### src/rtl/dsp_i2c_pkg.sv
package dsp_i2c_pkg;

  localparam int BYTE_W = 8;
  localparam int BCNT_W = $clog2(BYTE_W + 1);
  localparam logic [5:0] DEV_ID_HI = 6'b011110;

  typedef enum logic [2:0] {
    LK_IDLE,
    LK_RX,
    LK_RXEND,
    LK_ACK,
    LK_TX,
    LK_MACK
  } link_st_t;

  typedef enum logic [2:0] {
    FR_IDLE,
    FR_ADDR,
    FR_CTRL,
    FR_PAIR,
    FR_STREAM,
    FR_READ,
    FR_SKIP
  } frame_st_t;

endpackage

### src/rtl/i2c_line_sync.sv
module i2c_line_sync #(
  parameter int STAGES = 2
) (
  input  logic clk,
  input  logic rst,
  input  logic scl_raw,
  input  logic sda_raw,
  output logic scl_lvl,
  output logic sda_lvl,
  output logic scl_rise,
  output logic scl_fall,
  output logic start_det,
  output logic stop_det
);

  logic [STAGES-1:0] scl_pipe;
  logic [STAGES-1:0] sda_pipe;
  logic              scl_prev;
  logic              sda_prev;

  // Idle bus is high, so reset to ones to avoid a false START.
  always_ff @(posedge clk) begin
    if (rst) begin
      scl_pipe <= '1;
      sda_pipe <= '1;
      scl_prev <= 1'b1;
      sda_prev <= 1'b1;
    end else begin
      scl_pipe <= {scl_pipe[STAGES-2:0], scl_raw};
      sda_pipe <= {sda_pipe[STAGES-2:0], sda_raw};
      scl_prev <= scl_pipe[STAGES-1];
      sda_prev <= sda_pipe[STAGES-1];
    end
  end

  assign scl_lvl   = scl_pipe[STAGES-1];
  assign sda_lvl   = sda_pipe[STAGES-1];
  assign scl_rise  = scl_lvl & ~scl_prev;
  assign scl_fall  = ~scl_lvl & scl_prev;
  assign start_det = scl_lvl & scl_prev & sda_prev & ~sda_lvl;
  assign stop_det  = scl_lvl & scl_prev & ~sda_prev & sda_lvl;

endmodule

### src/rtl/i2c_link.sv
module i2c_link
  import dsp_i2c_pkg::*;
(
  input  logic              clk,
  input  logic              rst,
  input  logic              scl_rise,
  input  logic              scl_fall,
  input  logic              sda_lvl,
  input  logic              start_det,
  input  logic              stop_det,
  input  logic              accept,
  input  logic              read_mode,
  input  logic [BYTE_W-1:0] tx_byte,
  output logic              sda_oe,
  output logic              rx_valid,
  output logic [BYTE_W-1:0] rx_byte,
  output logic              tx_done
);

  link_st_t          state;
  logic [BCNT_W-1:0] bit_cnt;
  logic [BYTE_W-1:0] shreg;
  logic              mack;

  always_ff @(posedge clk) begin
    if (rst) begin
      state    <= LK_IDLE;
      bit_cnt  <= '0;
      shreg    <= '0;
      sda_oe   <= 1'b0;
      rx_valid <= 1'b0;
      rx_byte  <= '0;
      tx_done  <= 1'b0;
      mack     <= 1'b0;
    end else begin
      rx_valid <= 1'b0;
      tx_done  <= 1'b0;
      if (start_det) begin
        state   <= LK_RX;
        bit_cnt <= '0;
        sda_oe  <= 1'b0;
      end else if (stop_det) begin
        state  <= LK_IDLE;
        sda_oe <= 1'b0;
      end else begin
        case (state)
          LK_RX: begin
            if (scl_rise) begin
              shreg <= {shreg[BYTE_W-2:0], sda_lvl};
              if (bit_cnt == BCNT_W'(BYTE_W - 1)) begin
                rx_valid <= 1'b1;
                rx_byte  <= {shreg[BYTE_W-2:0], sda_lvl};
                bit_cnt  <= '0;
                state    <= LK_RXEND;
              end else begin
                bit_cnt <= bit_cnt + 1'b1;
              end
            end
          end
          LK_RXEND: begin
            if (scl_fall) begin
              if (accept) begin
                sda_oe <= 1'b1;
                state  <= LK_ACK;
              end else begin
                state <= LK_IDLE;
              end
            end
          end
          LK_ACK: begin
            if (scl_fall) begin
              bit_cnt <= '0;
              if (read_mode) begin
                shreg  <= tx_byte;
                sda_oe <= ~tx_byte[BYTE_W-1];
                state  <= LK_TX;
              end else begin
                sda_oe <= 1'b0;
                state  <= LK_RX;
              end
            end
          end
          LK_TX: begin
            if (scl_rise) begin
              bit_cnt <= bit_cnt + 1'b1;
            end else if (scl_fall) begin
              if (bit_cnt == BCNT_W'(BYTE_W)) begin
                sda_oe <= 1'b0;
                state  <= LK_MACK;
              end else begin
                sda_oe <= ~shreg[BYTE_W-2];
                shreg  <= {shreg[BYTE_W-2:0], 1'b0};
              end
            end
          end
          LK_MACK: begin
            if (scl_rise) begin
              mack    <= ~sda_lvl;
              tx_done <= 1'b1;
            end else if (scl_fall) begin
              bit_cnt <= '0;
              if (mack) begin
                shreg  <= tx_byte;
                sda_oe <= ~tx_byte[BYTE_W-1];
                state  <= LK_TX;
              end else begin
                state <= LK_IDLE;
              end
            end
          end
          default: ;
        endcase
      end
    end
  end

endmodule

### src/rtl/frame_ctrl.sv
module frame_ctrl
  import dsp_i2c_pkg::*;
(
  input  logic              clk,
  input  logic              rst,
  input  logic              start_det,
  input  logic              stop_det,
  input  logic              rx_valid,
  input  logic [BYTE_W-1:0] rx_byte,
  input  logic              addr_lsb,
  output logic              accept,
  output logic              read_mode,
  output logic              dc_sel,
  output logic              wr_ram,
  output logic              wr_cmd,
  output logic [BYTE_W-1:0] data_q
);

  frame_st_t state;

  always_ff @(posedge clk) begin
    if (rst) begin
      state     <= FR_IDLE;
      accept    <= 1'b1;
      read_mode <= 1'b0;
      dc_sel    <= 1'b0;
      wr_ram    <= 1'b0;
      wr_cmd    <= 1'b0;
      data_q    <= '0;
    end else begin
      wr_ram <= 1'b0;
      wr_cmd <= 1'b0;
      if (start_det) begin
        state     <= FR_ADDR;
        accept    <= 1'b1;
        read_mode <= 1'b0;
      end else if (stop_det) begin
        state     <= FR_IDLE;
        read_mode <= 1'b0;
      end else if (rx_valid) begin
        case (state)
          FR_ADDR: begin
            if (rx_byte[BYTE_W-1:1] == {DEV_ID_HI, addr_lsb}) begin
              accept    <= 1'b1;
              read_mode <= rx_byte[0];
              state     <= rx_byte[0] ? FR_READ : FR_CTRL;
            end else begin
              accept <= 1'b0;
              state  <= FR_SKIP;
            end
          end
          FR_CTRL: begin
            // bit 7: continuation, bit 6: route (1 = RAM)
            dc_sel <= rx_byte[6];
            state  <= rx_byte[7] ? FR_PAIR : FR_STREAM;
          end
          FR_PAIR, FR_STREAM: begin
            data_q <= rx_byte;
            if (dc_sel) wr_ram <= 1'b1;
            else        wr_cmd <= 1'b1;
            if (state == FR_PAIR) state <= FR_CTRL;
          end
          default: ;
        endcase
      end
    end
  end

endmodule

### src/rtl/disp_ptr.sv
module disp_ptr #(
  parameter int DEPTH = 128,
  localparam int AW = $clog2(DEPTH)
) (
  input  logic          clk,
  input  logic          rst,
  input  logic          load,
  input  logic [AW-1:0] load_val,
  input  logic          advance,
  output logic [AW-1:0] ptr
);

  logic [AW-1:0] nxt;

  generate
    if (DEPTH == (1 << AW)) begin : g_pow2
      assign nxt = ptr + 1'b1;
    end else begin : g_cmp
      assign nxt = (ptr == AW'(DEPTH - 1)) ? '0 : ptr + 1'b1;
    end
  endgenerate

  always_ff @(posedge clk) begin
    if (rst)          ptr <= '0;
    else if (load)    ptr <= load_val;
    else if (advance) ptr <= nxt;
  end

endmodule

### src/rtl/dsp_i2c_front.sv
module dsp_i2c_front
  import dsp_i2c_pkg::*;
#(
  parameter int DEPTH = 128,
  parameter int SYNC_STAGES = 2,
  localparam int AW = $clog2(DEPTH)
) (
  input  logic              clk,
  input  logic              rst,
  input  logic              scl_in,
  input  logic              sda_in,
  output logic              sda_oe,
  input  logic              addr_lsb,
  output logic              cmd_valid,
  output logic [BYTE_W-1:0] cmd_byte,
  output logic              ram_we,
  output logic [AW-1:0]     ram_addr,
  output logic [BYTE_W-1:0] ram_wdata,
  input  logic [BYTE_W-1:0] ram_rdata,
  input  logic [BYTE_W-1:0] status_byte,
  input  logic              ptr_load,
  input  logic [AW-1:0]     ptr_value
);

  logic scl_lvl, sda_lvl, scl_rise, scl_fall, start_det, stop_det;
  logic accept, read_mode, dc_sel, rx_valid, tx_done;
  logic [BYTE_W-1:0] rx_byte, tx_byte, data_q;
  logic ptr_adv;

  i2c_line_sync #(.STAGES(SYNC_STAGES)) u_sync (
    .clk(clk), .rst(rst), .scl_raw(scl_in), .sda_raw(sda_in),
    .scl_lvl(scl_lvl), .sda_lvl(sda_lvl), .scl_rise(scl_rise),
    .scl_fall(scl_fall), .start_det(start_det), .stop_det(stop_det)
  );

  assign tx_byte = dc_sel ? ram_rdata : status_byte;

  i2c_link u_link (
    .clk(clk), .rst(rst), .scl_rise(scl_rise), .scl_fall(scl_fall),
    .sda_lvl(sda_lvl), .start_det(start_det), .stop_det(stop_det),
    .accept(accept), .read_mode(read_mode), .tx_byte(tx_byte),
    .sda_oe(sda_oe), .rx_valid(rx_valid), .rx_byte(rx_byte), .tx_done(tx_done)
  );

  frame_ctrl u_frame (
    .clk(clk), .rst(rst), .start_det(start_det), .stop_det(stop_det),
    .rx_valid(rx_valid), .rx_byte(rx_byte), .addr_lsb(addr_lsb),
    .accept(accept), .read_mode(read_mode), .dc_sel(dc_sel),
    .wr_ram(ram_we), .wr_cmd(cmd_valid), .data_q(data_q)
  );

  assign ptr_adv = ram_we | (tx_done & dc_sel);

  disp_ptr #(.DEPTH(DEPTH)) u_ptr (
    .clk(clk), .rst(rst), .load(ptr_load), .load_val(ptr_value),
    .advance(ptr_adv), .ptr(ram_addr)
  );

  assign cmd_byte  = data_q;
  assign ram_wdata = data_q;

endmodule

### config.mk
export PLATFORM = sky130hd
export DESIGN_NAME = dsp_i2c_front
export DESIGN_NICKNAME = d
export VERILOG_FILES = /design/src/rtl/dsp_i2c_pkg.sv /design/src/rtl/i2c_line_sync.sv /design/src/rtl/i2c_link.sv /design/src/rtl/frame_ctrl.sv /design/src/rtl/disp_ptr.sv /design/src/rtl/dsp_i2c_front.sv
export SDC_FILE = /design/constraint.sdc
export NUM_CORES = 1
export LEC_CHECK = 0
export CAP_MARGIN = 40
export CORE_UTILIZATION = 40
export CTS_BUF_LIST = sky130_fd_sc_hd__clkbuf_16
export CTS_CLUSTER_DIAMETER = 50
export DETAILED_ROUTE_END_ITERATION = 10
export PLACE_DENSITY_LB_ADDON = 0.25
export SYNTH_ARGS = -nofsm -noshare
export SYNTH_HDL_FRONTEND = slang
export SYNTH_SLANG_ARGS = --single-unit
### constraint.sdc
create_clock -name clk -period 2 [get_ports clk]
set_input_delay 0.4 -clock clk [delete_from_list [all_inputs] [get_ports clk]]
set_output_delay 0.4 -clock clk [all_outputs]
set_load 0.03 [all_outputs]
Yosys cells after proc, flatten, opt, wreduce, memory -nomap -nowiden
Index checks and enable logic that the tools add are counted.

storage, ports and cells
  bits in registers = 55
  latch bits = 0
  bits in writable memories = 0
  memory bits (read-only) = 0
  input bits = 29
  memories = 0

cells by class
  add/subtract/negate cells = 2
  multiply operators = 0
  divide/modulo/power cells = 0
  magnitude comparators = 0
  eq/ne operators = 37
  shifts and indexed selects = 0
  multiplexer cells = 58
  bitwise gates (word level) = 22
  reduce and logical (&&, ||, !) cells = 27

operator list
  operator              count
  $mux W7               11
  $mux W3               15
  $ne A4 B4 Y1 const B  7
  $pmux W7 S4           1
  $mux W1               20
  $mux W4               5
  $reduce_and A10 Y1    2
  $ne A2 B2 Y1 const B  9
  $pmux W4 S4           1
  $pmux W3 S5           1
  $not A1 Y1            13
  $eq A3 B2 Y1 const B  4
  $ne A2 B1 Y1 const B  6
  $ne A4 B3 Y1 const B  3
  $reduce_and A12 Y1    1
  $reduce_and A3 Y1     4
  $reduce_and A4 Y1     3
  $reduce_and A5 Y1     2
  $reduce_bool A5 Y1    2
  $reduce_or A5 Y1      2
  $eq A3 B3 Y1 const B  3
  $pmux W3 S3           1
  $reduce_and A9 Y1     1
  $and A1 B1 Y1         8
  other kinds (17)      21

Logic depth before layout (Yosys ltp)
  word-level depth = 7
  depth in mapped cells = 7
  gate-level depth less buffers = 6

Cells and area by module
Synthesis repeated with hierarchy kept, for this count alone.

unflattened totals
  cells, all modules = 350
  area total of the unflattened synthesis = 3,114.2 µm²

by module, submodules not included
  module         times used  cells an instance  area an instance (µm²)  sequential area each (µm²)
  i2c_link       1           195                1,611.5                 520.5
  frame_ctrl     1           80                 762.0                   320.3
  disp_ptr       1           41                 350.3                   140.1
  dsp_i2c_front  1           18                 200.2                   0.0
  i2c_line_sync  1           16                 190.2                   120.1

Least setup slack after synthesis
Ideal clock, no wire load.

  path kind = flip-flop to flip-flop
  start point = reg u_link.bit_cnt[0]
  end point = reg u_link.shreg[0]
  setup time = 121 ps
  arrival time = 1,557 ps
  required time = 1,879 ps
  path slack = 322 ps
  stages on the path, launching flop included = 8
  clock period less this slack = 1,678 ps
  path through = dfxtp_1 -> inv_1 -> ha_1 -> nand3b_1 -> o21ai_0 -> a221o_1 -> buf_6 -> mux2_4

on the way
  cells in the longest elaborated chain, start to end = 3

RTL lines
  element                              line             source
  start: declaration                   i2c_link.sv:21   logic [BCNT_W-1:0] bit_cnt;
  start signal: assignment             i2c_link.sv:56   bit_cnt <= bit_cnt + 1'b1;
  start signal: assignment             i2c_link.sv:85   bit_cnt <= bit_cnt + 1'b1;
  $eq A4 B4 Y1                         i2c_link.sv:87   if (bit_cnt == BCNT_W'(BYTE_W)) begin
  $ne A2 B2 Y1 (no source line)        -
  $reduce_and A12 Y1 (no source line)  -
  end signal: assignment               i2c_link.sv:74   shreg <= tx_byte;
  end signal: assignment               i2c_link.sv:92   shreg <= {shreg[BYTE_W-2:0], 1'b0};
  end signal: assignment               i2c_link.sv:103  shreg <= tx_byte;
  end: declaration                     i2c_link.sv:22   logic [BYTE_W-1:0] shreg;

Every way passes these cells.
A chain may end at the register's enable or synchronous reset.

Worst setup path after layout
  start point = reg u_link.state[2]
  end point = reg u_link.shreg[4]

on the way
  cells in the longest elaborated chain, start to end = 3
  elaborated cells between the ends (all ways) = 16
  classes of those cells = eq/ne: 13; mux: 1; reduce/logical: 2

RTL lines
  element                                                      line            source
  start: declaration                                           i2c_link.sv:20  link_st_t state;
  start signal: assignment                                     i2c_link.sv:27  state <= LK_IDLE;
  start signal: assignment                                     i2c_link.sv:39  state <= LK_RX;
  start signal: assignment                                     i2c_link.sv:43  state <= LK_IDLE;
  $eq A3 B3 Y1, or another cell as far along                   i2c_link.sv:46  case (state)
  $ne A2 B1 Y1 (no source line), or another cell as far along  -
  $reduce_and A12 Y1 (no source line)                          -
  end signal: assignment                                       i2c_link.sv:49  shreg <= {shreg[BYTE_W-2:0], sda_lvl};
  end signal: assignment                                       i2c_link.sv:74
  end signal: assignment                                       i2c_link.sv:92

Several ways; a longest one is shown, not always the timed one.

==> impl_metrics.env <==
export IMPL_run_status="finished clean"
export IMPL_n_antenna_cell=0
export IMPL_synth_top_area_cell="dfxtp_1"
export IMPL_vias_per_cell=5.34
export IMPL_vias=2565
export IMPL_drc=0
export IMPL_cts_setup_buffers=0
export IMPL_finalHoldViolations=0
export IMPL_drv_slew=0
export IMPL_yosysSeqAreaShare_pct=36.1
export IMPL_syn_inst=335
export IMPL_yosys_top_cells_count="dfxtp_1, mux2i_1, nor2_1"
export IMPL_placed_area_um2=3630
export IMPL_cp_slowest_stage_delay_ns=0.65
export IMPL_cts_root_buf="clkbuf_16"
export IMPL_gp_congestion=0.856
export IMPL_clkTransAtPathRegs_ns=0.08
export IMPL_syn_num_nets=367
export IMPL_die_area_um2=7980
export IMPL_grt_use_total_pct=17.7
export IMPL_ant_nets=0
export IMPL_hp_class="reg2reg"
export IMPL_crit_family="flip-flops"
export IMPL_cp_arrival_ns=1.99
export IMPL_synthesis_yosys_warnings=0
export IMPL_drive_above_1_share_pct=10.2
export IMPL_yosys_area_share_simple_pct=22.5
export IMPL_path_buf_inv=1
export IMPL_port_buffers=54
export IMPL_hpwl_mm=4.99
export IMPL_power_leakage_uw=0.00138
export IMPL_fin_crit_ns=1.80
export IMPL_cap_viol_max_count=0
export IMPL_endpoint_kind="register"
export IMPL_path_cells="nor2b_1 -> nand3_1 -> a221o_1 -> buf_4 -> mux2i_1"
export IMPL_setup_violations=0
export IMPL_cts_sinks=55
export IMPL_synth_edf_count=0
export IMPL_whs_ns=0.417
export IMPL_coreArea_um2=7290
export IMPL_clock_path_buffers=2
export IMPL_grt_pass1_vias=2294
export IMPL_area_delta_synth_final_pct=24.2
export IMPL_required_ns=2.18
export IMPL_async_flop_share_pct=0
export IMPL_critical_path_class="reg2reg"
export IMPL_startpoint_type="register"
export IMPL_antenna_found_initial=0
export IMPL_seq_area_um2=1100
export IMPL_routed_wl_mm=6.76
export IMPL_cts_tree="done"
export IMPL_syn_area_per_cell_um2=9.10
export IMPL_synth_top_family_by_area="simple AND/OR/NAND/NOR gates"
export IMPL_synthTopCellsByArea="dfxtp_1, mux2i_1, nor2_1, a21oi_1, buf_4"
export IMPL_slew_headroom_pct=56.7
export IMPL_synthAdderAreaFrac_pct=1.23
export IMPL_io_pins=55
export IMPL_grt_pass1_wl_mm=11.1
export IMPL_cts_buffers=5
export IMPL_synthFlopType="dfxtp_1"
export IMPL_synthXorXnorAreaFrac_pct=2.79
export IMPL_tns_ns=0
export IMPL_tightest_slew_ns=0.649
export IMPL_fill_cells=697
export IMPL_wire_per_inst_um=14.1
export IMPL_cellPowerDensity_nw_per_um2=589
export IMPL_synth_compound_area_share_pct=18.2
export IMPL_synth_top_area_share_pct=36.1
export IMPL_multi_input_area_um2=1720
export IMPL_fin_nets=412
export IMPL_die_h_um=89.3
export IMPL_critical_path_peak_fanout=15
export IMPL_initial_core_util_pct=41.8
export IMPL_cts_hold_buffers=0
export IMPL_firstDrtPassIters=5
export IMPL_ys_ff_latch=55
export IMPL_fin_crit_sh_pct=90.2
export IMPL_rows=31
export IMPL_synth_mux_area_share_pct=11.7
export IMPL_synthesis_area_um2=3050
export IMPL_rrSetupSlack_ns=0.20
export IMPL_synth_most_common_cell="dfxtp_1"
export IMPL_grt_max_degree=38
export IMPL_synth_distinct_cells=66
export IMPL_finalClockSkew_ns=0.00625
export IMPL_crit_slowest_cell="dfxtp_1"
export IMPL_max_freq_ghz=0.555
export IMPL_drt_iter0_markers=194
export IMPL_die_w_um=89.3
export IMPL_grt_ovfl_total=0
export IMPL_final_cell_area_um2=3790
export IMPL_rsz0062_at_grt="no"
export IMPL_htree_levels=2
export IMPL_vdd_drop_max_v=0.000335
export IMPL_clkLatencyLatePin_ns=0.29
-- metrics by stage --
| step | total power, uW | std cells | setup WS, ns | util (%) |
|---|---|---|---|---|
| after floorplan | 1250 | 335 | 0.322 | - |
| after global placement | 1340 | 472 | 0.0791 | 49.7 |
| after detailed placement | 1340 | 472 | 0.0603 | 49.7 |
| after CTS | 2250 | 480 | 0.197 | 51.9 |
| after global routing | 2320 | 480 | 0.0181 | 51.9 |
| final | 2230 | 480 | 0.197 | 51.9 |
-- cell usage in the layout (no fill, tap or decap), drive strengths merged, types with 4 or more instances in the layout --
cell	n
mux2i	33
nor2	29
nand2b	12
xnor2	6
a311o	6
nand3b	7
nand2	12
or2	7
buf	14
nor3b	6
nand3	8
a211oi	7
o21ai	10
clkdlybuf4s50	53
nor2b	9
nor3	4
clkbuf	5
a21oi	20
or3	4
dfxtp	55
o211ai	6
inv	13
-- timing repair --
| action | 4_1_cts | 5_1_grt |
|---|---|---|
| resized for setup | 0 | 1 |
| hold endpoints to repair | 0 | 0 |
| setup endpoints to repair | 0 | 1 |
-- final cells by class --
cell class | instances | area share (%)
multi-input combinational | 238 | 45.4
sequential | 55 | 29.1
timing repair buffer | 67 | 16.7
clock buffer | 5 | 3.30
tap | 99 | 3.27
inverter | 13 | 1.29
clock inverter | 3 | 0.892
-- kinds of logic after synthesis --
logic type | count (synthesis)
XOR/XNOR | 8
buffers and inverters | 42
flip-flops | 55
adder cells (fa/ha/maj) | 3
multiplexers | 35
AO/OA/AOI/OAI | 78
AND/OR/NAND/NOR | 114
-- state kept, by name, summed over array words and instances, names as in the netlist, 2 cells and up --
signal,count
u_ptr.ptr,7
u_frame.data_q,8
u_frame.state,3
u_link.rx_byte,8
u_link.shreg,7
u_sync.scl_pipe,2
u_link.state,3
u_link.bit_cnt,4
u_sync.sda_pipe,2
-- worst paths after layout --
path,start,endpoint,cells past startpoint
worst max-delay path,u_link.state[2]$_SDFFE_PP0P_,u_link.shreg[4]$_SDFFE_PP0P_,5
worst min register to register,u_sync.scl_pipe[0]$_SDFF_PP1_,u_sync.scl_pipe[1]$_SDFF_PP1_,1
worst min-delay path,u_sync.scl_pipe[0]$_SDFF_PP1_,u_sync.scl_pipe[1]$_SDFF_PP1_,1
worst max register to register,u_link.state[2]$_SDFFE_PP0P_,u_link.shreg[4]$_SDFFE_PP0P_,5
-- power by group --
part | total, uW | switching [uW] | leakage (uW) | internal [uW]
Combinational | 187 | 84.3 | 0.000861 | 103
Clock | 914 | 431 | 0.0000772 | 483
Sequential | 1130 | 20.0 | 0.000446 | 1110
-- per-layer routing --
metal | vias to the layer above | wire (um) | track usage (%) | share of wire, %
li1 | 1298 | - | - | -
met1 | 1210 | 3180 | 24.3 | 47
met2 | 51 | 3250 | 28.9 | 48
met3 | 6 | 225 | 2.86 | 3.3
met4 | 0 | 104 | 4.91 | 1.5
met5 | - | 0 | 0 | 0
Power figures use the tool's default switching activity.
